`config.mk`:
```
export PLATFORM = sky130hd
export DESIGN_NAME = irq_fastpath
export DESIGN_NICKNAME = d
export VERILOG_FILES = /design/src/rtl/irq_fp_pkg.sv /design/src/rtl/irq_fp_cfg.sv /design/src/rtl/irq_fp_match.sv /design/src/rtl/irq_fp_bank.sv /design/src/rtl/irq_fastpath.sv
export SDC_FILE = /design/constraint.sdc
export NUM_CORES = 1
export LEC_CHECK = 0
export BUFFER_PORTS_ARGS = -buffer_cell sky130_fd_sc_hd__buf_2
export CORE_MARGIN = 2
export CORE_UTILIZATION = 40
export DETAILED_ROUTE_END_ITERATION = 10
export GPL_TIMING_DRIVEN = 0
export PLACE_DENSITY_LB_ADDON = 0.1
export SYNTH_ARGS = -nofsm -noshare
export SYNTH_HDL_FRONTEND = slang
export SYNTH_SLANG_ARGS = --single-unit
export TNS_END_PERCENT = 30
```
`constraint.sdc`:
```
create_clock -name clk_i -period 2.17 [get_ports clk_i]
set_clock_uncertainty 0.1 [all_clocks]
set_input_delay 0.1085 -clock clk_i [delete_from_list [all_inputs] [get_ports clk_i]]
set_output_delay 0.1085 -clock clk_i [all_outputs]
set_load 0.01 [all_outputs]
```
`src/rtl/irq_fp_pkg.sv`:
```
package irq_fp_pkg;
  localparam int SEG_W      = 8;
  localparam int OFF_W      = 16;
  localparam int TGT_W      = SEG_W + OFF_W;
  localparam int DATA_W     = 16;
  localparam int PRIO_W     = 4;
  localparam int GRP_W      = 3;
  localparam int BANK_W     = 2;
  localparam int LVL_BASE   = 12;
  localparam int NUM_LVL    = 4;
  localparam int LIDX_W     = $clog2(NUM_LVL);
  localparam int MAP_W      = BANK_W << GRP_W;
  localparam int HDR_EN_BIT = 15;
  localparam int HDR_GRP_LSB = 12;
  localparam int HDR_LVL_LSB = 10;

  typedef struct packed {
    logic               en;
    logic [LIDX_W-1:0]  lvl;
    logic [GRP_W-1:0]   grp;
    logic [SEG_W-1:0]   seg;
    logic [OFF_W-1:0]   off;
  } fast_ent_t;
endpackage

```
`src/rtl/irq_fp_cfg.sv`:
```
module irq_fp_cfg
  import irq_fp_pkg::*;
#(
  parameter int NUM_ENT = 2,
  parameter int ADDR_W  = 3
) (
  input  logic              clk_i,
  input  logic              rst_ni,
  input  logic              we_i,
  input  logic [ADDR_W-1:0] addr_i,
  input  logic [DATA_W-1:0] wdata_i,
  output fast_ent_t         ent_o [NUM_ENT],
  output logic [MAP_W-1:0]  map_o [NUM_LVL]
);
  logic unused_rsvd;
  assign unused_rsvd = ^wdata_i[9:8];

  for (genvar i = 0; i < NUM_ENT; i++) begin : g_ent
    localparam logic [ADDR_W-1:0] A_HDR = ADDR_W'(2 * i);
    localparam logic [ADDR_W-1:0] A_OFF = ADDR_W'(2 * i + 1);
    fast_ent_t ent_q;

    always_ff @(posedge clk_i or negedge rst_ni) begin
      if (!rst_ni) begin
        ent_q <= '0;
      end else if (we_i && addr_i == A_HDR) begin
        ent_q.en  <= wdata_i[HDR_EN_BIT];
        ent_q.grp <= wdata_i[HDR_GRP_LSB +: GRP_W];
        ent_q.lvl <= wdata_i[HDR_LVL_LSB +: LIDX_W];
        ent_q.seg <= wdata_i[SEG_W-1:0];
      end else if (we_i && addr_i == A_OFF) begin
        ent_q.off <= wdata_i[OFF_W-1:0];
      end
    end
    assign ent_o[i] = ent_q;

    // offset word lands in the addressed entry
    a_r2_off_write: assert property (@(posedge clk_i) disable iff (!rst_ni)
      (we_i && addr_i == A_OFF) |=> ent_o[i].off == $past(wdata_i[OFF_W-1:0]));
  end

  for (genvar k = 0; k < NUM_LVL; k++) begin : g_map
    localparam logic [ADDR_W-1:0] A_MAP = ADDR_W'(2 * NUM_ENT + k);
    logic [MAP_W-1:0] map_q;

    always_ff @(posedge clk_i or negedge rst_ni) begin
      if (!rst_ni)                        map_q <= '0;
      else if (we_i && addr_i == A_MAP)   map_q <= wdata_i[MAP_W-1:0];
    end
    assign map_o[k] = map_q;

    a_r2_map_write: assert property (@(posedge clk_i) disable iff (!rst_ni)
      (we_i && addr_i == A_MAP) |=> map_o[k] == $past(wdata_i[MAP_W-1:0]));
  end
endmodule

```
`src/rtl/irq_fp_match.sv`:
```
module irq_fp_match
  import irq_fp_pkg::*;
#(
  parameter int NUM_ENT = 2
) (
  input  logic              clk_i,
  input  logic              rst_ni,
  input  fast_ent_t         ent_i [NUM_ENT],
  input  logic [PRIO_W-1:0] level_i,
  input  logic [GRP_W-1:0]  group_i,
  output logic              hit_o,
  output logic [TGT_W-1:0]  target_o
);
  logic              in_range;
  logic [PRIO_W-1:0] rel;
  logic [NUM_ENT-1:0] match, grant;
  logic unused_rel;

  assign rel        = level_i - PRIO_W'(LVL_BASE);
  assign in_range   = level_i >= PRIO_W'(LVL_BASE);
  assign unused_rel = ^rel[PRIO_W-1:LIDX_W];

  for (genvar i = 0; i < NUM_ENT; i++) begin : g_cmp
    assign match[i] = in_range && ent_i[i].en &&
                      ent_i[i].lvl == rel[LIDX_W-1:0] &&
                      ent_i[i].grp == group_i;
  end

  // lowest index wins
  always_comb begin
    grant = '0;
    for (int i = NUM_ENT - 1; i >= 0; i--) begin
      if (match[i]) begin
        grant    = '0;
        grant[i] = 1'b1;
      end
    end
  end

  always_comb begin
    target_o = '0;
    for (int i = 0; i < NUM_ENT; i++) begin
      if (grant[i]) target_o = target_o | {ent_i[i].seg, ent_i[i].off};
    end
  end
  assign hit_o = |grant;

  a_r5_one_grant: assert property (@(posedge clk_i) disable iff (!rst_ni)
    $onehot0(grant));
  a_r5_low_wins: assert property (@(posedge clk_i) disable iff (!rst_ni)
    match[0] |-> grant[0]);
  a_r4_no_disabled: assert property (@(posedge clk_i) disable iff (!rst_ni)
    !ent_i[0].en |-> !grant[0]);
endmodule

```
`src/rtl/irq_fp_bank.sv`:
```
module irq_fp_bank
  import irq_fp_pkg::*;
(
  input  logic              clk_i,
  input  logic              rst_ni,
  input  logic [MAP_W-1:0]  map_i [NUM_LVL],
  input  logic [PRIO_W-1:0] level_i,
  input  logic [GRP_W-1:0]  group_i,
  input  logic [BANK_W-1:0] cur_bank_i,
  output logic [BANK_W-1:0] bank_o
);
  logic [PRIO_W-1:0] rel;
  logic              in_range;
  logic [MAP_W-1:0]  word;
  logic [BANK_W-1:0] field;
  logic unused_rel;

  assign rel        = level_i - PRIO_W'(LVL_BASE);
  assign in_range   = level_i >= PRIO_W'(LVL_BASE);
  assign unused_rel = ^rel[PRIO_W-1:LIDX_W];
  assign word       = map_i[rel[LIDX_W-1:0]];
  assign field      = BANK_W'(word >> (BANK_W * int'(group_i)));

  // codes with msb clear fold to the global bank
  always_comb begin
    if (!in_range)      bank_o = cur_bank_i;
    else if (field[1])  bank_o = field;
    else                bank_o = '0;
  end

  a_r9_no_reserved: assert property (@(posedge clk_i) disable iff (!rst_ni)
    in_range |-> bank_o != 2'b01);
endmodule

```
`src/rtl/irq_fastpath.sv`:
```
module irq_fastpath
  import irq_fp_pkg::*;
#(
  parameter int NUM_ENT = 2,
  parameter int ADDR_W  = $clog2(2 * NUM_ENT + NUM_LVL)
) (
  input  logic              clk_i,
  input  logic              rst_ni,
  input  logic              cfg_we_i,
  input  logic [ADDR_W-1:0] cfg_addr_i,
  input  logic [DATA_W-1:0] cfg_wdata_i,
  input  logic              acc_valid_i,
  input  logic [PRIO_W-1:0] acc_level_i,
  input  logic [GRP_W-1:0]  acc_group_i,
  input  logic [BANK_W-1:0] cur_bank_i,
  output logic              res_valid_o,
  output logic              vec_hit_o,
  output logic [TGT_W-1:0]  vec_addr_o,
  output logic [BANK_W-1:0] bank_o
);
  fast_ent_t         ent [NUM_ENT];
  logic [MAP_W-1:0]  map [NUM_LVL];
  logic              hit_d;
  logic [TGT_W-1:0]  tgt_d;
  logic [BANK_W-1:0] bank_d;

  irq_fp_cfg #(.NUM_ENT(NUM_ENT), .ADDR_W(ADDR_W)) u_cfg (
    .clk_i  (clk_i),
    .rst_ni (rst_ni),
    .we_i   (cfg_we_i),
    .addr_i (cfg_addr_i),
    .wdata_i(cfg_wdata_i),
    .ent_o  (ent),
    .map_o  (map)
  );

  irq_fp_match #(.NUM_ENT(NUM_ENT)) u_match (
    .clk_i   (clk_i),
    .rst_ni  (rst_ni),
    .ent_i   (ent),
    .level_i (acc_level_i),
    .group_i (acc_group_i),
    .hit_o   (hit_d),
    .target_o(tgt_d)
  );

  irq_fp_bank u_bank (
    .clk_i     (clk_i),
    .rst_ni    (rst_ni),
    .map_i     (map),
    .level_i   (acc_level_i),
    .group_i   (acc_group_i),
    .cur_bank_i(cur_bank_i),
    .bank_o    (bank_d)
  );

  always_ff @(posedge clk_i or negedge rst_ni) begin
    if (!rst_ni) begin
      res_valid_o <= 1'b0;
      vec_hit_o   <= 1'b0;
      vec_addr_o  <= '0;
      bank_o      <= '0;
    end else begin
      res_valid_o <= acc_valid_i;
      if (acc_valid_i) begin
        vec_hit_o  <= hit_d;
        vec_addr_o <= tgt_d;
        bank_o     <= bank_d;
      end
    end
  end

  a_r11_valid_rise: assert property (@(posedge clk_i) disable iff (!rst_ni)
    acc_valid_i |=> res_valid_o);
  a_r11_valid_fall: assert property (@(posedge clk_i) disable iff (!rst_ni)
    !acc_valid_i |=> !res_valid_o);
  a_r11_hold: assert property (@(posedge clk_i) disable iff (!rst_ni)
    !acc_valid_i |=> ($stable(vec_hit_o) && $stable(vec_addr_o) && $stable(bank_o)));
  a_r6_miss_zero: assert property (@(posedge clk_i) disable iff (!rst_ni)
    (res_valid_o && !vec_hit_o) |-> vec_addr_o == '0);
  a_r7_low_no_hit: assert property (@(posedge clk_i) disable iff (!rst_ni)
    (acc_valid_i && acc_level_i < PRIO_W'(LVL_BASE)) |=> !vec_hit_o);
  a_r10_low_bank: assert property (@(posedge clk_i) disable iff (!rst_ni)
    (acc_valid_i && acc_level_i < PRIO_W'(LVL_BASE)) |=> bank_o == $past(cur_bank_i));
endmodule

```
Word-level counts from Yosys, hierarchy flattened --
Index checks and enable logic that the tools add are counted. W data, S select, Z words.
Word-level totals: bits of input ports 32, register bits after elaboration 152, word-level logic and storage cells 64
Operators by class: equality and inequality tests 11, mux-type cells 9, order comparisons 2, reduce and logical (&&, ||, !) cells 18, bitwise operators 4, add/sub/neg operators 1, shift operators 1
Operators with widths (count):
- $mux W24 | 2
- $bmux W16 S2 | 1
- $mux W16 | 2
- $or A24 B24 Y24 | 1
- $shr A16 B4 Y2 | 1
- $logic_and A1 B1 Y1 | 14
- $eq A3 B3 Y1 const B | 4
- $mux W2 | 4
- $eq A3 B2 Y1 const B | 2
- $eq A3 B3 Y1 | 2
- $eq A2 B2 Y1 | 2
- $ge A4 B4 Y1 const B | 1
- $reduce_and A2 Y1 | 2
- $eq A3 B1 Y1 const B | 1
- $ge A3 B3 Y1 const B | 1
- $logic_not A3 Y1 | 1
- $not A2 Y3 | 1
- $not A1 Y1 | 2
- $reduce_or A2 Y1 | 1
- $sub A2 B1 Y2 const B | 1

Longest topological paths before layout --
Gate-level depths: netlist of the first run.
depth in word-level cells 9, depth in mapped cells 9, mapped depth without buffers 6

Modules after synthesis --
A second synthesis of the first run with hierarchy kept.
Second synthesis, totals: cells, all modules 470, area, all modules 7404.6 sq um
By module, submodules not included:
- irq_fp_cfg | area an instance 4908.5 sq um, times used 1, seq. area each 3103.0 sq um, cells an instance 271
- irq_fastpath | area an instance 1131.1 sq um, times used 1, seq. area each 700.7 sq um, cells an instance 58
- irq_fp_match | area an instance 750.7 sq um, times used 1, seq. area each 0.0 sq um, cells an instance 95
- irq_fp_bank | area an instance 614.3 sq um, times used 1, seq. area each 0.0 sq um, cells an instance 46

Least setup slack after synthesis of the first run --
Ideal clock, no wire load.
kind flip-flop to flip-flop, start reg u_cfg.g_ent[0].ent_q (netlist bit u_cfg.ent_o[57]), end reg vec_addr_o[10], stages on the path, launching flop included 7, arrival time 1.556 ns, data required time 1.945 ns, setup slack 0.389 ns, library setup time 0.125 ns, cells stage by stage dfrtp_1 -> xnor2_1 -> nand4_1 -> nor4b_4 -> nor2_2 -> a22o_1 -> mux2_2
On the way: longest elaborated chain between the ends 7
RTL lines:
- start, declared | RTL line irq_fp_cfg.sv:21 | fast_ent_t ent_q;
- $eq A2 B2 Y1 (*) | RTL line irq_fp_match.sv:25 | ent_i[i].lvl == rel[LIDX_W-1:0] &&
- $logic_and A1 B1 Y1 (*) | RTL line irq_fp_match.sv:24 | assign match[i] = in_range && ent_i[i].en &&
- $logic_and A1 B1 Y1 (*) | RTL line irq_fp_match.sv:25
- $mux W2 (*) | RTL line irq_fp_match.sv:33 | if (match[i]) begin
- $mux W24 | RTL line irq_fp_match.sv:43 | if (grant[i]) target_o = target_o | {ent_i[i].seg, ent_i[i].off};
- $or A24 B24 Y24 | RTL line irq_fp_match.sv:43
- $mux W24 (*) | RTL line irq_fp_match.sv:43
- end signal, assigned | RTL line irq_fastpath.sv:67 | vec_addr_o <= tgt_d;
- end, declared | RTL line irq_fastpath.sv:18 | output logic [TGT_W-1:0] vec_addr_o,
Mark *: on every way between the ends. The rest lies on a longest branch, timed or not. A chain may end at the register's enable or synchronous reset.

Worst setup path in the final report of the first run --
start reg u_cfg.g_ent[0].ent_q (netlist bit u_cfg.ent_o[57]), end reg vec_addr_o[1]
Same word-level chain as after synthesis.

==> results by group, run 1 <==
Setup path
  – Max stage delay cell, worst path: dfrtp_1
  – Setup CP Type: reg -> reg
  – Critical Path, Cell by Cell: xnor2_1 -> nand4_1 -> nor4b_4 -> buf_4 -> nor2_4 -> buf_4 -> a22oi_1 -> a21oi_1
  – Worst path max stage delay: between 300 and 400 ps
  – Crit-path leading delay family: simple AND/OR/NAND/NOR gates
  – Startpoint Class: flip-flop
  – Worst Path Max Fanout: 10
  – WP buf/inv: 2
  – Data required, critical path: around 2400 ps
  – CP most frequent cell: buf_4
  – Crit. End Element: flip-flop
  – Arrival time worst endpoint: 2270 ps

Clock network
  – CTS Root Buffer Type: clkbuf_16
  – H-tree levels: 4
  – Clk slew on worst S/H paths: 60 ps
  – Clock latency on the worst-skew pair: between 400 and 500 ps
  – Worst-case clock buffer depth: 2
  – Total CTS buffers: 17
  – Clk sink count: 152
  – CTS tree: done

Detailed routing
  – Vias per cell: roughly 5.3
  – DRT iter0 DRCs: ~210
  – Routed Antenna Nets: 0
  – DRC errors left: 0
  – Average wire per standard cell: slightly below 20 µm
  – Via count: around 4200
  – Routed WL: around 15000 µm
  – TritonRoute pass-1 iters: 4

Synthesis
  – Synth warn: 0
  – FFs w/ async S/R, synth: 100%
  – Number of flops mapped to enable cells by yosys: 0
  – Post-synthesis register bit count: 152
  – Mapped Nets: 500
  – Post-Syn Instances: 468
  – Post-Syn Area: between 6000 and 7000 µm²
  – Syn Area/Cell: 14.1 µm²
  – Number of distinct library cells after synthesis: 34
  – Register area share after synthesis: 57.8%
  – Top FF cell, synth: dfrtp_1

Die
  – Die H: between 100 and 150 µm
  – Die width: around 130 µm
  – Core ar.: 16000 µm²
  – Die footprint: 17500 µm²
  – Initial Util: 41.1%
  – Row count: 46
  – IO Count: 60

Timing
  – Crit share post-route: about 96%
  – Worst-Margin Slew: between 800 and 900 ps
  – Final worst setup slack: 91.0 ps
  – Worst rel slew slack: 46.3%
  – Setup violators final: 0
  – Unrepaired setup endpoints after global routing: yes
  – Final hold vios: 0
  – Tmin final: between 2000 and 2500 ps
  – Fmax: between 0.4 and 0.5 GHz
  – Final max-slew violation count: 0

Final layout
  – ANT cells: 0
  – Area added between synthesis and finish: 21.4%
  – Final nets: 593
  – Final Core Density: between 40% and 50%
  – Share of layout cells above drive strength 1: 42.2%
  – FILL cells: between 1000 and 1500
  – Multi-input logic area: around 2600 µm²
  – Seq. cell area: about 3800 µm²

Global routing
  – Initial antenna violation count: 0
  – First-pass GRT wire length: roughly 25000 µm
  – GRT overflow: 0
  – GRT Util Overall: 19.0%
  – Vias in the first global route: roughly 4400
  – Pin count of the biggest net entering global routing: between 80 and 90

Placement
  – Detailed placer's ending HPWL: around 11000 µm
  – GP Congestion: roughly 0.8
  – Port bufs: between 50 and 60
  – Pre-CTS setup slack: -106 ps

Power
  – Pleak: 3.52 nW
  – VDD IR-drop max: between 600 and 700 µV
  – Pwr Density: 982 nW/µm²
  – Tot Pwr: approximately 0.0078 W

Run status
  – Status: finished, final reports clean

Run
  – # Max-Cap Violations: 0

Worst hold path
  – HP Class: in -> reg
cells in the mapped netlist (5+ instances only):
cell | n | share of area [%]
a22oi_1 | 25 | 2.9
nand3_1 | 10 | 0.76
xor2_1 | 5 | 0.67
mux2_2 | 127 | 22
clkbuf_1 | 14 | 0.80
buf_2 | 11 | 0.84
nand2_1 | 7 | 0.40
xnor2_1 | 5 | 0.67
mux4_2 | 8 | 2.7
dfrtp_1 | 152 | 58
mux2i_1 | 21 | 3.2
nor2_1 | 25 | 1.4
a21oi_1 | 24 | 1.8
stage by stage:
| stage | cell area [µm²] | cells | hold WS, ps | TNS, ps |
|---|---|---|---|---|
| floorplan | 6580 | 468 | -287 | 0 |
| global placement | 7110 | 736 | 131 | -198950 |
| detailed placement | 7140 | 737 | 60.8 | -566 |
| CTS | 7970 | 791 | 24.8 | 0 |
| global route | 7990 | 790 | 28.8 | -16.1 |
| finish | 7990 | 790 | 15.7 | 0 |
report_power, final:
part	switching [W]	internal, W	total, W
Clock	0.00113	0.00196	0.00309
Sequential	0.000273	0.00338	0.00365
Combinational	0.000464	0.000640	0.00110
Total	0.00187	0.00598	0.00785
state kept, by name (all words and copies together) (netlist names):
signal,cells
res_valid_o,1
bank_o,2
u_cfg.ent_o,60
vec_hit_o,1
vec_addr_o,24
u_cfg.g_map.map_q,64
cell type report:
cell class	instances	share of cell area, %
clock inverters	7	1.43
repair buffers	75	6.35
clock buffers	25	6.33
well taps	216	3.38
inverters	1	0.0470
plain buffers	29	1.80
flip-flops and latches	152	47.6
multi-input cells	285	33.0
worst reg2reg max path: stages, from the launching register on:
cell and delay [ps]:
dfrtp_1 390, xnor2_1 170, nand4_1 200, nor4b_4 310, buf_4 200, nor2_4 70, buf_4 190, a22oi_1 210
a21oi_1 100
what timing repair did:
item                                   4_1_cts  5_1_grt
endpoints found under the hold margin      180        0
hold buffers                                19        0
buffers inserted                             3        0
pin swaps                                    1        0
setup endpoints to repair                   13       20
gates resized for setup                      0        3
cells in the final DEF (no fill, tap or decap), types with 2 or more instances in the layout:
master	instances
nand4b_1	3
a22o_1	3
dlygate4sd3_1	19
nor3b_1	2
clkbuf_1	17
nand2_1	7
mux2_2	127
nor2_1	25
buf_2	61
bufinv_16	3
nor2b_1	3
buf_4	5
xor2_1	5
a22oi_1	24
clkbuf_8	5
nor3_2	2
nand4_1	2
xnor2_1	5
a31oi_1	2
mux4_2	8
nor3b_2	2
mux2i_1	21
dfrtp_1	152
clkbuf_16	17
nand3_1	10
buf_6	3
a21oi_1	24
clkinv_2	3
layer usage:
metal	global-route usage, %	part of all wire (%)	vias to the layer above
met2	30.9	48	69
met1	24.9	47	2176
li1	-	-	1899
met5	0	0	-
met4	6.27	1.6	0
met3	4.84	3.2	17
cell families (layout without fill, tap and decap cells):
family                    Yosys count  count (layout)  synth area share (%)
xor gates and xnor gates           10              10                  1.33
and+or+nand+nor                    61              61                  5.12
muxes                             156             156                  27.7
AOI/OAI and AO/OA                  58              58                  5.73
buffers and inverters              31             137                  2.32
DFF                               152             152                  57.8
final timing paths:
path | start | endpoint | slack (ps) | depth (start not counted)
min reg2reg | u_cfg.g_map[0].map_q[15]$_DFFE_PN0P_ | u_cfg.g_map[0].map_q[15]$_DFFE_PN0P_ | 400 | 1
min | cfg_wdata_i[5] | u_cfg.ent_o[51]$_DFFE_PN0P_ | 20 | 2
min in group asynchronous | rst_ni | u_cfg.g_map[1].map_q[11]$_DFFE_PN0P_ | 150 | 2
max in group asynchronous | rst_ni | bank_o[1]$_DFFE_PN0P_ | 990 | 3
max | u_cfg.ent_o[57]$_DFFE_PN0P_ | vec_addr_o[1]$_DFFE_PN0P_ | 90 | 8
max reg2reg | u_cfg.ent_o[57]$_DFFE_PN0P_ | vec_addr_o[1]$_DFFE_PN0P_ | 90 | 8
No activity file was read; power rests on OpenSTA's default activity.
==> run 2, diff against run 1 <==
--- a/config.mk
+++ b/config.mk
@@ -6,7 +6,7 @@
 export NUM_CORES = 1
 export LEC_CHECK = 0
 export BUFFER_PORTS_ARGS = -buffer_cell sky130_fd_sc_hd__buf_2
-export CORE_MARGIN = 2
+export CORE_MARGIN = 4
 export CORE_UTILIZATION = 40
 export DETAILED_ROUTE_END_ITERATION = 10
 export GPL_TIMING_DRIVEN = 0
==> run 2 against run 1 <==
Effect of this change:
- largest power group unchanged
- critical endpoint unchanged
- die area grew 6.1%
- first-iteration DRC count up 0.94%
- critical path depth is the same
- cell count is 0.25% lower
==> results by group, run 2 (synthesized netlist as in run 1, its figures left out) <==
Run status
  – Status: finished, final reports clean

Detailed routing
  – Routed WL: 15700 µm (+1.4%)
  – Via count: 4144 (-0.41%)
  – DR WL met2: 7410 µm (-0.27%)
  – DRT iter0 DRCs: 215 (+0.94%)
  – Average wire per standard cell: 19.9 µm (+1.6%)
  – WL met3: 532 µm (+7.9%)
  – TritonRoute pass-1 iters: 4 (unchanged)
  – Top routing layer used: met4
  – Vias per cell: 5.26 (-0.16%)
  – DRC errors left: 0 (unchanged)
  – Metal-1 WL: 7460 µm (+2.4%)
  – Routed Antenna Nets: 0 (unchanged)

Final layout
  – Area added between synthesis and finish: 21.5%
  – ANT cells: 0 (unchanged)
  – Most common cell after layout, fill and taps aside: dfrtp_1
  – Final Core Density: 50.0% (+0.055 points)
  – Commonest cells after routing, fill and taps aside: 152 x dfrtp_1, 127 x mux2_2, 61 x buf_2
  – Non-filler instance count after layout: 788 (-0.25%)
  – Non-Filler Cell Area, Final: 7990 µm² (+0.11%)
  – Top reg by flops: u_cfg.g_map.map_q
  – Share of layout cells above drive strength 1: 42.3% (+0.15 points)
  – Max reg flops: 64 (unchanged)
  – Final nets: 591 (-0.34%)

Setup path
  – Critical Path, Cell by Cell: xnor2_1 -> nand4_1 -> nor4b_4 -> buf_4 -> nor2_4 -> buf_4 -> a22oi_1 -> a21oi_1
  – Setup CP Type: reg -> reg
  – WP buf/inv: 2 (unchanged)
  – CP Launch Point: u_cfg.ent_o[54]$_DFFE_PN0P_
  – Worst setup path end: vec_addr_o[1]$_DFFE_PN0P_
  – Crit path depth: 8 (unchanged)
  – CP most frequent cell: buf_4
  – Arrival time worst endpoint: 2260 ps (about the same)
  – R2R setup slack: 80 ps (about the same)
  – Worst Path Max Fanout: 10 (unchanged)
  – Worst r2r src: u_cfg.ent_o[54]$_DFFE_PN0P_
  – Max stage delay cell, worst path: dfrtp_1
  – Worst R2R End: vec_addr_o[1]$_DFFE_PN0P_
  – Crit-path leading delay family: simple AND/OR/NAND/NOR gates
  – Startpoint Class: flip-flop
  – Reg2Reg Depth: 8 (unchanged)
  – Crit. End Element: flip-flop
  – Worst path max stage delay: 390 ps (about the same)
  – Data required, critical path: 2340 ps (-20 ps)

Clock network
  – CTS tree: done
  – Total CTS buffers: 17 (unchanged)
  – Clk sink count: 152 (unchanged)
  – CTS Root Buffer Type: clkbuf_16
  – Worst-case clock buffer depth: 2 (unchanged)
  – H-tree levels: 4 (unchanged)
  – Clk slew on worst S/H paths: 60 ps (about the same)
  – Clock latency on the worst-skew pair: 420 ps (-20 ps)

Power
  – Pleak: 3.53 nW (+0.25%)
  – Seq pwr share: 45.4% (-1.2 points)
  – VDD IR-drop max: 559 µV (-6.9%)
  – Fraction of power consumed by the clock network: 40.8% (+1.4 points)
  – Psw: 0.00185 W (-0.70%)
  – Pint: 0.00617 W (+3.3%)
  – Pwr Density: 1000 nW/µm² (+2.2%)
  – Combinational Power Share: 13.8% (-0.3 points)
  – Net Sw Frac: 23.1% (-0.71 points)

Die
  – IO Count: 60 (unchanged)
  – Die H: 136 µm (+3.0%)
  – Die width: 136 µm (+3.0%)
  – Row count: 46 (unchanged)
  – Initial Util: 41.1% (unchanged)
  – Core ar.: 16000 µm² (unchanged)
  – Die footprint: 18600 µm² (+6.1%)

Timing
  – Final max-slew violation count: 0 (unchanged)
  – Final hold vios: 0 (unchanged)
  – Setup violators final: 0 (unchanged)
  – Worst-Margin Slew: 761 ps (-44.6 ps)
  – Fmax: 0.478 GHz (-0.52%)
  – Crit share post-route: 96.3% (+0.50 points)
  – Worst rel slew slack: 49.3% (+3.0 points)
  – Setup TNS: 0 ps (unchanged)
  – Tmin final: 2090 ps (+10.9 ps)
  – Final worst setup slack: 80.1 ps (-10.9 ps)
  – Unrepaired setup endpoints after global routing: no

Worst hold path
  – Hold Path Depth: 2 (unchanged)
  – Min-delay src: cfg_wdata_i[6]
  – HP Class: in -> reg

Run
  – # Max-Cap Violations: 0 (unchanged)

Global routing
  – Initial antenna violation count: 0 (unchanged)
  – GRT overflow: 0 (unchanged)
  – GRT Util Overall: 18.1% (-0.85 points)
  – Vias in the first global route: 4394 (-1.1%)
  – Pin count of the biggest net entering global routing: 102 (+20%)
  – First-pass GRT wire length: 24900 µm (+0.11%)

Placement
  – Detailed placer's ending HPWL: 10800 µm (+0.37%)
  – Post-Place Cells: 737 (unchanged)
  – Placed Area: 7140 µm² (unchanged)
  – Port bufs: 52 (unchanged)
  – Pre-CTS setup slack: -139 ps (-33.6 ps)
  – GP Congestion: 0.752 (-4.6%)
-- run 2: cell count changes in the layout (fill, tap and decap cells not counted) --
| cell | change |
|---|---|
| clkinv_4 | -1 |
| clkbuf_4 | +1 |
| nor4_1 | +1 |
| bufinv_16 | +2 |
| nor4_2 | -1 |
| dlygate4sd3_1 | -3 |
| clkbuf_8 | -1 |
-- run 2: cell type report --
| cell class | instances | area [µm²] |
|---|---|---|
| inverter | 1 | 3.75 |
| timing repair buffer | 72 | 477 |
| fill | 1442 | 8010 |
| tap | 216 | 270 |
| buffer | 30 | 151 |
| sequential | 152 | 3800 |
| multi-input combinational | 285 | 2630 |
| clock inverter | 8 | 165 |
| clock buffer | 24 | 492 |
-- run 2: power groups by stage --
stage | Combinational (W) | Clock [W] | Sequential (W)
after floorplan | 0.000772 | 0 | 0.00364
after global placement | 0.00105 | 0 | 0.00367
after detailed placement | 0.00110 | 0 | 0.00369
after CTS | 0.00113 | 0.00334 | 0.00365
after global routing | 0.00123 | 0.00346 | 0.00371
final | 0.00111 | 0.00328 | 0.00365
-- run 2: worst min-delay path by stage --
stage | end | slack, ps
floorplan | bank_o[0]$_DFFE_PN0P_ | -290
global placement | res_valid_o$_DFF_PN0_ | 130
detailed placement | u_cfg.g_map[1].map_q[9]$_DFFE_PN0P_ | -3
CTS | u_cfg.ent_o[18]$_DFFE_PN0P_ | 2
global route | u_cfg.g_map[2].map_q[6]$_DFFE_PN0P_ | 6
finish | u_cfg.ent_o[52]$_DFFE_PN0P_ | 6
-- run 2: timing repair --
action | 4_1_cts | 5_1_grt
gates resized for setup | 0 | 3
hold endpoints to repair | 146 | 0
setup endpoints to repair | 20 | 20
pin swaps | 1 | 0
hold buffers | 16 | 0
buffers inserted | 3 | 0
-- run 2: routing by layer --
metal  vias to the layer above  global-route usage, %
met1                      2155                   25.0
met2                        75                   28.5
met5                         -                      0
met4                         0                   6.61
met3                        20                   3.70
li1                       1894                      -
-- run 2: worst reg2reg max path: stages, from the launching register on --
cell     delay [ps]
dfrtp_1         390
xnor2_1         180
nand4_1         190
nor4b_4         310
buf_4           200
nor2_4           70
buf_4           190
a22oi_1         210
a21oi_1         100
-- run 2: stage by stage --
stage | hold slack, ps | power [W]
CTS | 2.09 | 0.00811
global route | 6.40 | 0.00840
global placement | 131 | 0.00472
detailed placement | -3.28 | 0.00479
finish | 6.12 | 0.00803
floorplan | -287 | 0.00441
